==> src/rtl/seg_xlate_pkg.sv <==
package seg_xlate_pkg;

    localparam int LIN_W = 32;

    typedef enum logic [1:0] {
        ST_IDLE     = 2'd0,
        ST_FETCH_LO = 2'd1,
        ST_FETCH_HI = 2'd2
    } xl_state_t;

    typedef enum logic [2:0] {
        FLT_NONE   = 3'd0,
        FLT_TABLE  = 3'd1,
        FLT_ABSENT = 3'd2,
        FLT_LIMIT  = 3'd3,
        FLT_PRIV   = 3'd4,
        FLT_NODESC = 3'd5
    } flt_code_t;

    typedef struct packed {
        logic [LIN_W-1:0] base;
        logic [LIN_W-1:0] eff_limit;
        logic [1:0]       dpl;
        logic             present;
    } desc_t;

endpackage

==> src/rtl/seg_tbl_regs.sv <==
module seg_tbl_regs #(
    parameter int TLIM_W = 16,
    parameter int NTBL   = 2
) (
    input  logic                     clk,
    input  logic                     rst_n,
    input  logic                     wr_en,
    input  logic                     wr_sel,
    input  logic [31:0]              wr_base,
    input  logic [TLIM_W-1:0]        wr_limit,
    input  logic                     rd_sel,
    output logic [31:0]              rd_base,
    output logic [TLIM_W-1:0]        rd_limit
);

    logic [31:0]       base_q  [NTBL];
    logic [TLIM_W-1:0] limit_q [NTBL];

    for (genvar t = 0; t < NTBL; t++) begin : g_tbl
        always_ff @(posedge clk) begin
            if (!rst_n) begin
                base_q[t]  <= '0;
                limit_q[t] <= '0;
            end else if (wr_en && (int'(wr_sel) == t)) begin
                base_q[t]  <= wr_base;
                limit_q[t] <= wr_limit;
            end
        end
    end

    assign rd_base  = base_q[rd_sel];
    assign rd_limit = limit_q[rd_sel];

endmodule

==> src/rtl/seg_desc_decode.sv <==
module seg_desc_decode
    import seg_xlate_pkg::*;
(
    input  logic [31:0] word_lo,
    input  logic [31:0] word_hi,
    output desc_t       desc
);

    localparam int PAGE_SH = 12;

    logic [19:0] raw_limit;
    logic        gran;

    always_comb begin
        raw_limit       = {word_hi[19:16], word_lo[15:0]};
        gran            = word_hi[23];
        desc.base       = {word_hi[31:24], word_hi[7:0], word_lo[31:16]};
        desc.eff_limit  = gran ? {raw_limit, {PAGE_SH{1'b1}}}
                               : {{PAGE_SH{1'b0}}, raw_limit};
        desc.dpl        = word_hi[14:13];
        desc.present    = word_hi[15];
    end

endmodule

==> src/rtl/seg_access_chk.sv <==
module seg_access_chk
    import seg_xlate_pkg::*;
(
    input  desc_t             cache,
    input  logic              cache_ok,
    input  logic [LIN_W-1:0]  offset,
    input  logic [1:0]        cur_priv,
    input  logic [1:0]        req_priv,
    output flt_code_t         code,
    output logic [LIN_W-1:0]  lin
);

    logic [1:0] eff_priv;

    always_comb begin
        eff_priv = (cur_priv > req_priv) ? cur_priv : req_priv;
        lin      = cache.base + offset;
        if (!cache_ok)
            code = FLT_NODESC;
        else if (offset > cache.eff_limit)
            code = FLT_LIMIT;
        else if (eff_priv > cache.dpl)
            code = FLT_PRIV;
        else
            code = FLT_NONE;
    end

endmodule

==> src/rtl/seg_xlate.sv <==
module seg_xlate
    import seg_xlate_pkg::*;
#(
    parameter int TLIM_W = 16
) (
    input  logic              clk,
    input  logic              rst_n,
    input  logic              tbl_wr_en,
    input  logic              tbl_wr_local,
    input  logic [31:0]       tbl_wr_base,
    input  logic [TLIM_W-1:0] tbl_wr_limit,
    input  logic              sel_load,
    input  logic [15:0]       sel_value,
    input  logic              acc_valid,
    input  logic [31:0]       acc_offset,
    input  logic [1:0]        cur_priv,
    output logic              mem_req,
    output logic [31:0]       mem_addr,
    input  logic              mem_ack,
    input  logic [31:0]       mem_rdata,
    output logic              busy,
    output logic              lin_valid,
    output logic [31:0]       lin_addr,
    output logic              fault,
    output logic [2:0]        fault_code
);

    localparam int IDX_W   = 13;
    localparam int ENT_SH  = 3;
    localparam int SPAN_W  = IDX_W + ENT_SH;
    localparam int CMP_W   = (SPAN_W > TLIM_W) ? SPAN_W + 1 : TLIM_W + 1;
    localparam int WORD_B  = 4;

    xl_state_t         state_q, state_d;
    logic [31:0]       fetch_addr_q;
    logic [31:0]       lo_q;
    desc_t             cache_q;
    logic              cache_ok_q;
    logic [1:0]        rpl_q;
    logic              lin_valid_q;
    logic [31:0]       lin_addr_q;
    logic              fault_q;
    flt_code_t         code_q;

    logic [IDX_W-1:0]  sel_idx;
    logic              sel_tbl;
    logic [1:0]        sel_rpl;
    logic [31:0]       tbl_base;
    logic [TLIM_W-1:0] tbl_limit;
    logic [CMP_W-1:0]  span_end;
    logic              tbl_over;
    desc_t             dec;
    flt_code_t         acc_code;
    logic [31:0]       acc_lin;

    assign sel_idx  = sel_value[15:3];
    assign sel_tbl  = sel_value[2];
    assign sel_rpl  = sel_value[1:0];
    assign span_end = CMP_W'({sel_idx, {ENT_SH{1'b1}}});
    assign tbl_over = span_end > CMP_W'(tbl_limit);

    seg_tbl_regs #(.TLIM_W(TLIM_W), .NTBL(2)) u_tbl (
        .clk      (clk),
        .rst_n    (rst_n),
        .wr_en    (tbl_wr_en),
        .wr_sel   (tbl_wr_local),
        .wr_base  (tbl_wr_base),
        .wr_limit (tbl_wr_limit),
        .rd_sel   (sel_tbl),
        .rd_base  (tbl_base),
        .rd_limit (tbl_limit)
    );

    seg_desc_decode u_dec (
        .word_lo (lo_q),
        .word_hi (mem_rdata),
        .desc    (dec)
    );

    seg_access_chk u_chk_acc (
        .cache    (cache_q),
        .cache_ok (cache_ok_q),
        .offset   (acc_offset),
        .cur_priv (cur_priv),
        .req_priv (rpl_q),
        .code     (acc_code),
        .lin      (acc_lin)
    );

    always_ff @(posedge clk) begin
        if (!rst_n)
            state_q <= ST_IDLE;
        else
            state_q <= state_d;
    end

    always_comb begin
        state_d = state_q;
        unique case (state_q)
            ST_IDLE:     if (sel_load && !tbl_over) state_d = ST_FETCH_LO;
            ST_FETCH_LO: if (mem_ack)               state_d = ST_FETCH_HI;
            ST_FETCH_HI: if (mem_ack)               state_d = ST_IDLE;
            default:                                state_d = ST_IDLE;
        endcase
    end

    always_ff @(posedge clk) begin
        if (!rst_n) begin
            fetch_addr_q <= '0;
            lo_q         <= '0;
            cache_q      <= '0;
            cache_ok_q   <= 1'b0;
            rpl_q        <= '0;
            lin_valid_q  <= 1'b0;
            lin_addr_q   <= '0;
            fault_q      <= 1'b0;
            code_q       <= FLT_NONE;
        end else begin
            lin_valid_q <= 1'b0;
            fault_q     <= 1'b0;
            code_q      <= FLT_NONE;
            unique case (state_q)
                ST_IDLE: begin
                    if (sel_load) begin
                        cache_ok_q   <= 1'b0;
                        rpl_q        <= sel_rpl;
                        fetch_addr_q <= tbl_base + {16'd0, sel_idx, {ENT_SH{1'b0}}};
                        if (tbl_over) begin
                            fault_q <= 1'b1;
                            code_q  <= FLT_TABLE;
                        end
                    end else if (acc_valid) begin
                        if (acc_code == FLT_NONE) begin
                            lin_valid_q <= 1'b1;
                            lin_addr_q  <= acc_lin;
                        end else begin
                            fault_q <= 1'b1;
                            code_q  <= acc_code;
                        end
                    end
                end
                ST_FETCH_LO: begin
                    if (mem_ack) begin
                        lo_q         <= mem_rdata;
                        fetch_addr_q <= fetch_addr_q + 32'(WORD_B);
                    end
                end
                ST_FETCH_HI: begin
                    if (mem_ack) begin
                        if (!dec.present) begin
                            fault_q <= 1'b1;
                            code_q  <= FLT_ABSENT;
                        end else begin
                            cache_q    <= dec;
                            cache_ok_q <= 1'b1;
                        end
                    end
                end
                default: ;
            endcase
        end
    end

    assign busy       = (state_q != ST_IDLE);
    assign mem_req    = busy;
    assign mem_addr   = fetch_addr_q;
    assign lin_valid  = lin_valid_q;
    assign lin_addr   = lin_addr_q;
    assign fault      = fault_q;
    assign fault_code = code_q;

endmodule

==> config.mk <==
export PLATFORM = sky130hd
export DESIGN_NAME = seg_xlate
export DESIGN_NICKNAME = d
export VERILOG_FILES = /design/src/rtl/seg_xlate_pkg.sv /design/src/rtl/seg_tbl_regs.sv /design/src/rtl/seg_desc_decode.sv /design/src/rtl/seg_access_chk.sv /design/src/rtl/seg_xlate.sv
export SDC_FILE = /design/constraint.sdc
export NUM_CORES = 1
export LEC_CHECK = 0
export ABC_CLOCK_PERIOD_IN_PS = 4600
export BUFFER_PORTS_ARGS = -buffer_cell sky130_fd_sc_hd__clkbuf_2
export CORE_ASPECT_RATIO = 0.75
export CORE_MARGIN = 5
export CORE_UTILIZATION = 53
export DETAILED_ROUTE_END_ITERATION = 10
export PLACE_DENSITY = 0.78
export SETUP_SLACK_MARGIN = 0.4
export SLEW_MARGIN = 20
export SYNTH_ARGS = -nofsm -noshare
export SYNTH_HDL_FRONTEND = slang
export SYNTH_SLANG_ARGS = --single-unit
==> constraint.sdc <==
create_clock -name clk -period 4.6 [get_ports clk]
set_input_delay 0.92 -clock clk [delete_from_list [all_inputs] [get_ports clk]]
set_output_delay 0.92 -clock clk [all_outputs]
set_load 0.01 [all_outputs]
# Word-level counts from Yosys, hierarchy flattened
# Memories as Yosys holds them, arrays and structs flattened.
# Cells that the tools add are included.
[word_totals]
register_bits = 172
ramBits = 96
wordCells = 96
n_memories = 2
[op_classes]
addsub = 3
order_cmp = 4
eq_ne = 7
mux = 42
bitwise = 9
reduce_logical = 17
[mem_list]
columns = ["memory", "depth", "width", "rd", "rd_ports_with_merged_regs", "write_ports", "line", "source"]
rows = [
  ["u_tbl.base_q", 2, 32, 1, 0, 2, "seg_tbl_regs.sv:16", "logic [31:0] base_q [NTBL];"],
  ["u_tbl.limit_q", 2, 16, 1, 0, 2, "seg_tbl_regs.sv:17", "logic [TLIM_W-1:0] limit_q [NTBL];"],
]
[ops]
columns = ["cell", "n"]
rows = [
  ["$mux 32", 5],
  ["$pmux 32 s2", 1],
  ["$add 32x16->32", 1],
  ["$add 32x3->32 const B", 1],
  ["$add 32x32->32", 1],
  ["$gt 32x32->1", 1],
  ["$mux 16", 2],
  ["$mux 1", 18],
  ["$mux 3", 6],
  ["$gt 16x16->1", 1],
  ["$mux 2", 6],
  ["$ne 2x2->1 const B", 5],
  ["$reduce_and 3->1", 3],
  ["$reduce_and 4->1", 2],
  ["$pmux 2 s3", 1],
  ["$pmux 3 s2", 1],
  ["$reduce_bool 2->1", 3],
  ["$not 1->1", 5],
  ["$gt 2x2->1", 2],
  ["$or 1x1->1", 4],
  ["$pmux 1 s2", 2],
  ["$reduce_and 2->1", 2],
  ["$reduce_or 4->1", 1],
  ["$logic_and 1x1->1", 3],
  ["other kinds (5)", 5],
]

# Longest topological paths before layout
[depth]
depth_word = 11
depth_mapped = 17
depth_no_buf = 12

# By module
# From an unflattened synthesis, not the netlist that was laid out.
[unflattened]
cells_unflattened = 1754
area_unflattened_um2 = 15860.2
[by_module_without_submodules]
columns = ["mod", "n_inst", "cells_each", "area_per_inst_um2"]
rows = [
  ["seg_xlate", 1, 1055, 8403.1],
  ["seg_tbl_regs", 1, 266, 4222.8],
  ["seg_access_chk", 1, 363, 2685.1],
  ["seg_desc_decode", 1, 70, 549.3],
]

# Least setup slack after synthesis
# OpenSTA, ideal clock, no wires.
[synth_timing]
path_type = "input to register"
from = "input tbl_wr_en"
to = "memory u_tbl.base_q[0][0], enable pin"
setup_time_ns = 0.520
arrival_ns = 4.348
required_ns = 4.080
path_slack_ns = -0.268
path_stages = 2
n_path_buf = 0
path_cell_list = "inv_1 -> o21ai_0"
[synth_lines]
columns = ["element", "line", "source"]
rows = [
  ["start, declared", "seg_xlate.sv:8", "input logic tbl_wr_en,"],
  ["end, declared", "seg_tbl_regs.sv:16", ""],
]

# Final worst setup path
[layout_timing]
from = "input sel_value[2]"
to = "register fetch_addr_q[28], in the netlist mem_addr[28]"
[layout_between]
elab_chain_cells = 4
[layout_lines]
columns = ["element", "line", "source"]
rows = [
  ["start, declared", "seg_xlate.sv:13", "input logic [15:0] sel_value,"],
  ["$mem_v2 2x32", "-", ""],
  ["$add 32x16->32", "seg_xlate.sv:127", "fetch_addr_q <= tbl_base + {16'd0, sel_idx, {ENT_SH{1'b0}}};"],
  ["$mux 32", "seg_xlate.sv:124", "if (sel_load) begin"],
  ["$pmux 32 s2", "seg_xlate.sv:122", "unique case (state_q)"],
  ["end signal, assigned", "seg_xlate.sv:127", ""],
  ["end signal, assigned", "seg_xlate.sv:145", "fetch_addr_q <= fetch_addr_q + 32'(WORD_B);"],
  ["end, declared", "seg_xlate.sv:35", "logic [31:0] fetch_addr_q;"],
]
# Every way passes these cells. The select of a mux whose other input is x is not followed.
# A chain may end at the register's enable or synchronous reset.

==> metrics.md <==
| Metric | Value |
|---|---|
| TritonRoute pass-1 iters | 7 |
| Most used DFF post-synth | dfxtp_1 |
| Cells after Synth | 1,638 |
| H-Tree Depth | 1 |
| Area of the multi-input gates | 0.00777 mm² |
| Die Width | 202 µm |
| Status | finished, final reports clean |
| Yosys reg bits | 268 |
| Post-Synthesis Cell Area | 0.0147 mm² |
| Initial antenna violation count | 5 |
| Fillers | 2,381 |
| Setup violators final | 0 |
| Setup Skew | 18.4 ps |
| TritonCTS clock tree | yes |
| Area growth, synth to finish | 15.1% |
| Asr flop ratio synth | 0 |
| Fin util | 0.622 |
| Sw Share | 0.274 |
| GR Layer Usage met1 | 0.402 |
| Net Count, Synth | 1,872 |
| Seq pwr share | 0.466 |
| Root buffer cell | clkbuf_16 |
| Worst path slowest cell | a31oi_2 |
| Yosys warning count | 0 |
| Kind of critical path | in2reg |
| Core box area | 0.0271 mm² |
| M2 GR Usage | 0.385 |
| Row count | 52 |
| Largest family of logic cells by synthesized area | simple AND/OR/NAND/NOR gates |
| Maximum clock rate | 281 MHz |
| Critical Path AT | 3990 ps |
| Post-Route WL | 43,200 µm |
| MaxCap Viol Count | 0 |
| Fin Setup TNS | 0 ps |
| Cts repair resizes | 0 |
| Compound-cell area share of the yosys netlist | 0.170 |
| Die ar. | 0.0311 mm² |
| Initial Util | 0.541 |
| Critical path, cell by cell | clkbuf_2 -> mux2_2 -> ha_1 -> a21o_1 -> a21o_1 -> a211oi_1 -> o21bai_1 -> a31oi_2 -> nor3_1 -> xor2_1 -> a2111oi_1 |
| Register Area | 0.00633 mm² |
| Period utilisation layout | 0.772 |
| Post-CTS setup buffer count | 0 |
| Worst Path Buf+Inv | 1 |
| Post-synthesis mux area share | 0.0469 |
| Synth Area in Simple Gates | 0.204 |
| Met3 usage | 0.0638 |
| Residual DRC count | 0 |
| Busiest grt layer | met1 |
| Setup crit start kind | primary input |
| Total congestion overflow | 0 |
| Vias in the first global route | 11,900 |
| Synth top area cells | dfxtp_1 23%, edfxtp_1 20%, ha_1 8.1%, a21oi_1 6.0%, nand2_1 5.8% |
| Max-slew violations | 0 |
| R2R cell count | 11 |
| Clock slew at reported path FFs | 60 ps |
| Reg-to-Reg Start | cache_q[35] |
| Hold WC Path Type | reg2reg |
| Worst path top cell family by delay | compound AO/OA/AOI/OAI gates |
| Mean post-synth cell area | 8.95 µm² |
| # hold bufs at CTS | 0 |
| Avg WL per Cell | 19.8 µm |
| Slowest stage delay, CP | 500 ps |
| Clock Latency Late Sink | 560 ps |
| CTS max path bufs | 3 |
| Register area share after synthesis | 0.431 |
| Fraction of layout instances using a drive strength above 1 | 0.173 |
| Dpl hpwl | 32,100 µm |
| Crit end category | register |
| Comb power frac | 0.153 |
| Tot Pwr | 5.76 mW |
| Critical path depth | 11 |
| Worst VDD drop | 0.340 mV |
| Count of different cell masters after synthesis | 75 |
| Adder-cell share of the synthesized area | 0.0838 |
| R2R setup slack | 1400 ps |
| Via density | 5.89 |
| GR Util All Layers | 0.266 |
| Total number of vias | 12,900 |
| Initial drt markers | 1,110 |
| Final ANT Viol Nets | 0 |
| Share of the synthesized area in the top cell type | 0.235 |
| Ports | 208 |
| Final instance area | 0.0169 mm² |
| Critical Path End | mem_addr[28] |
| Largest fanout on the critical path | 7 |
| RSZ-0062 raised after global routing | no |
| Hold Fails Final Rpt | 0 |
| Clock sinks | 268 |
| Tmin final | 3550 ps |
| Clock group share of total power | 0.381 |
| First-pass GRT wire length | 66,700 µm |
| Worst Setup SP | sel_value[2] |
| Nets@finish | 2,044 |
| Pwr Density | 341 mW/mm² |
| EDFF count, synth | 96 |
| Slew headroom | 0.434 |
| Slew @ Worst Pin | 849 ps |
| Die Y | 154 µm |
| Largest net degree at the start of global routing | 70 |
| CP most frequent cell | a21o_1 |
| Worst endpoint required time | 5030 ps |
| Cts bufs inserted | 28 |
| Port Buf Inserts | 207 |
| Internal | 4.18 mW |
| Reg2reg end | lin_addr[28] |
| Net Sw Power | 1.58 mW |
| Leak | 6.80 nW |
| Area leader, netlist | dfxtp_1 |
| XOR/XNOR Fraction of Synth Area | 0.0221 |
| RePlAce Congestion | 0.985 |
| Area post-placement | 0.0160 mm² |
==> routing by layer <==
layer | vias to the layer above | share of wire
met5 | - | 0.00074
met4 | 4 | 0.021
met3 | 66 | 0.084
met2 | 488 | 0.42
met1 | 6113 | 0.48
li1 | 6185 | -
==> tightest hold or removal path: cells and delay by family, from the launching register on <==
| family | cells | cell delay, ps |
|---|---|---|
| flip-flops | 1 | 310 |
| AND/OR/NAND/NOR | 1 | 50 |
| AO/OA/AOI/OAI | 1 | 50 |
==> synthesized netlist by cell type, types with 5 or more instances <==
cell type	instances
nand2_1	227
a21oi_1	177
dfxtp_1	172
and2_1	103
nor2_1	97
edfxtp_1	96
ha_1	95
inv_1	68
clkbuf_1	64
o21ai_0	62
mux2i_1	53
nand3_1	48
nor3_1	35
a211oi_1	31
xnor2_1	23
a21o_1	22
nand2b_1	18
nand4_1	15
mux2_2	14
nor2b_1	14
o21a_1	14
xor2_1	14
and3_1	11
o221ai_1	11
buf_2	10
a31oi_1	9
o21bai_1	9
o22ai_1	9
or2_2	9
buf_1	6
nand3b_1	6
or3_1	6
and4_1	5
nor4_1	5
o211ai_1	5
==> worst min path at each step <==
stage                      startpoint     endpoint  slack (ps)  cells after the start
after floorplan           cache_q[31]  cache_q[31]         430                      2
after global placement       lo_q[23]  cache_q[42]         440                      2
after detailed placement     lo_q[27]  cache_q[46]         440                      2
after CTS                    lo_q[27]  cache_q[46]         450                      2
after global routing         lo_q[31]  cache_q[50]         460                      2
final                        lo_q[25]  cache_q[44]         450                      2
==> area by class of cell <==
| cell class | count | share of cell area |
|---|---|---|
| well taps | 351 | 0.0260 |
| clock buffers | 46 | 0.0503 |
| inverters | 68 | 0.0153 |
| diodes | 3 | 0.000445 |
| multi-input cells | 1217 | 0.460 |
| clock inverters | 4 | 0.00185 |
| repair buffers | 227 | 0.0710 |
| flip-flops and latches | 268 | 0.375 |
==> metrics by stage <==
step                worst slack [ps]  hold WS (ps)  std cells
finish                          1050           451       2184
global route                     953           464       2184
CTS                             1100           453       2181
detailed placement               513           443       2131
global placement                 701           437       2131
floorplan                        418           432       1638
==> power groups by stage <==
stage          logic (mW)  registers [mW]  clock network (mW)
6_report            0.882            2.69                2.19
5_1_grt             0.971            2.70                2.33
4_1_cts             0.874            2.68                2.23
3_5_place_dp        0.868            2.73                   0
3_3_place_gp        0.843            2.73                   0
2_1_floorplan       0.533            2.72                   0
==> state kept, by name, indices dropped and copies added (netlist names) <==
register       flops
fault              1
rpl_q              2
u_tbl.limit_q     32
cache_ok_q         1
state_q            2
cache_q           66
lin_valid          1
fault_code         3
lin_addr          32
u_tbl.base_q      64
mem_addr          32
lo_q              32
==> cell families after synthesis <==
group | count (synthesis)
adder cells (fa/ha/maj) | 97
XOR/XNOR | 37
multiplexers | 67
AND/OR/NAND/NOR | 613
AO/OA/AOI/OAI | 403
buffers and inverters | 153
flip-flops | 268
==> cell usage in the layout, fill, tap and decap left out, types with 15 or more instances in the layout <==
| master | n |
|---|---|
| a21oi_1 | 177 |
| nor2_1 | 95 |
| mux2i_1 | 53 |
| dfxtp_1 | 172 |
| a21o_1 | 22 |
| nand2_1 | 226 |
| nand2b_1 | 18 |
| edfxtp_1 | 96 |
| clkbuf_2 | 208 |
| buf_4 | 19 |
| xnor2_1 | 23 |
| clkbuf_16 | 28 |
| ha_1 | 95 |
| nand3_1 | 48 |
| nor3_1 | 34 |
| nand4_1 | 15 |
| and2_1 | 103 |
| o21ai_0 | 61 |
| a211oi_1 | 31 |
| inv_1 | 67 |
Note: power is estimated with default switching activity, not from simulation.
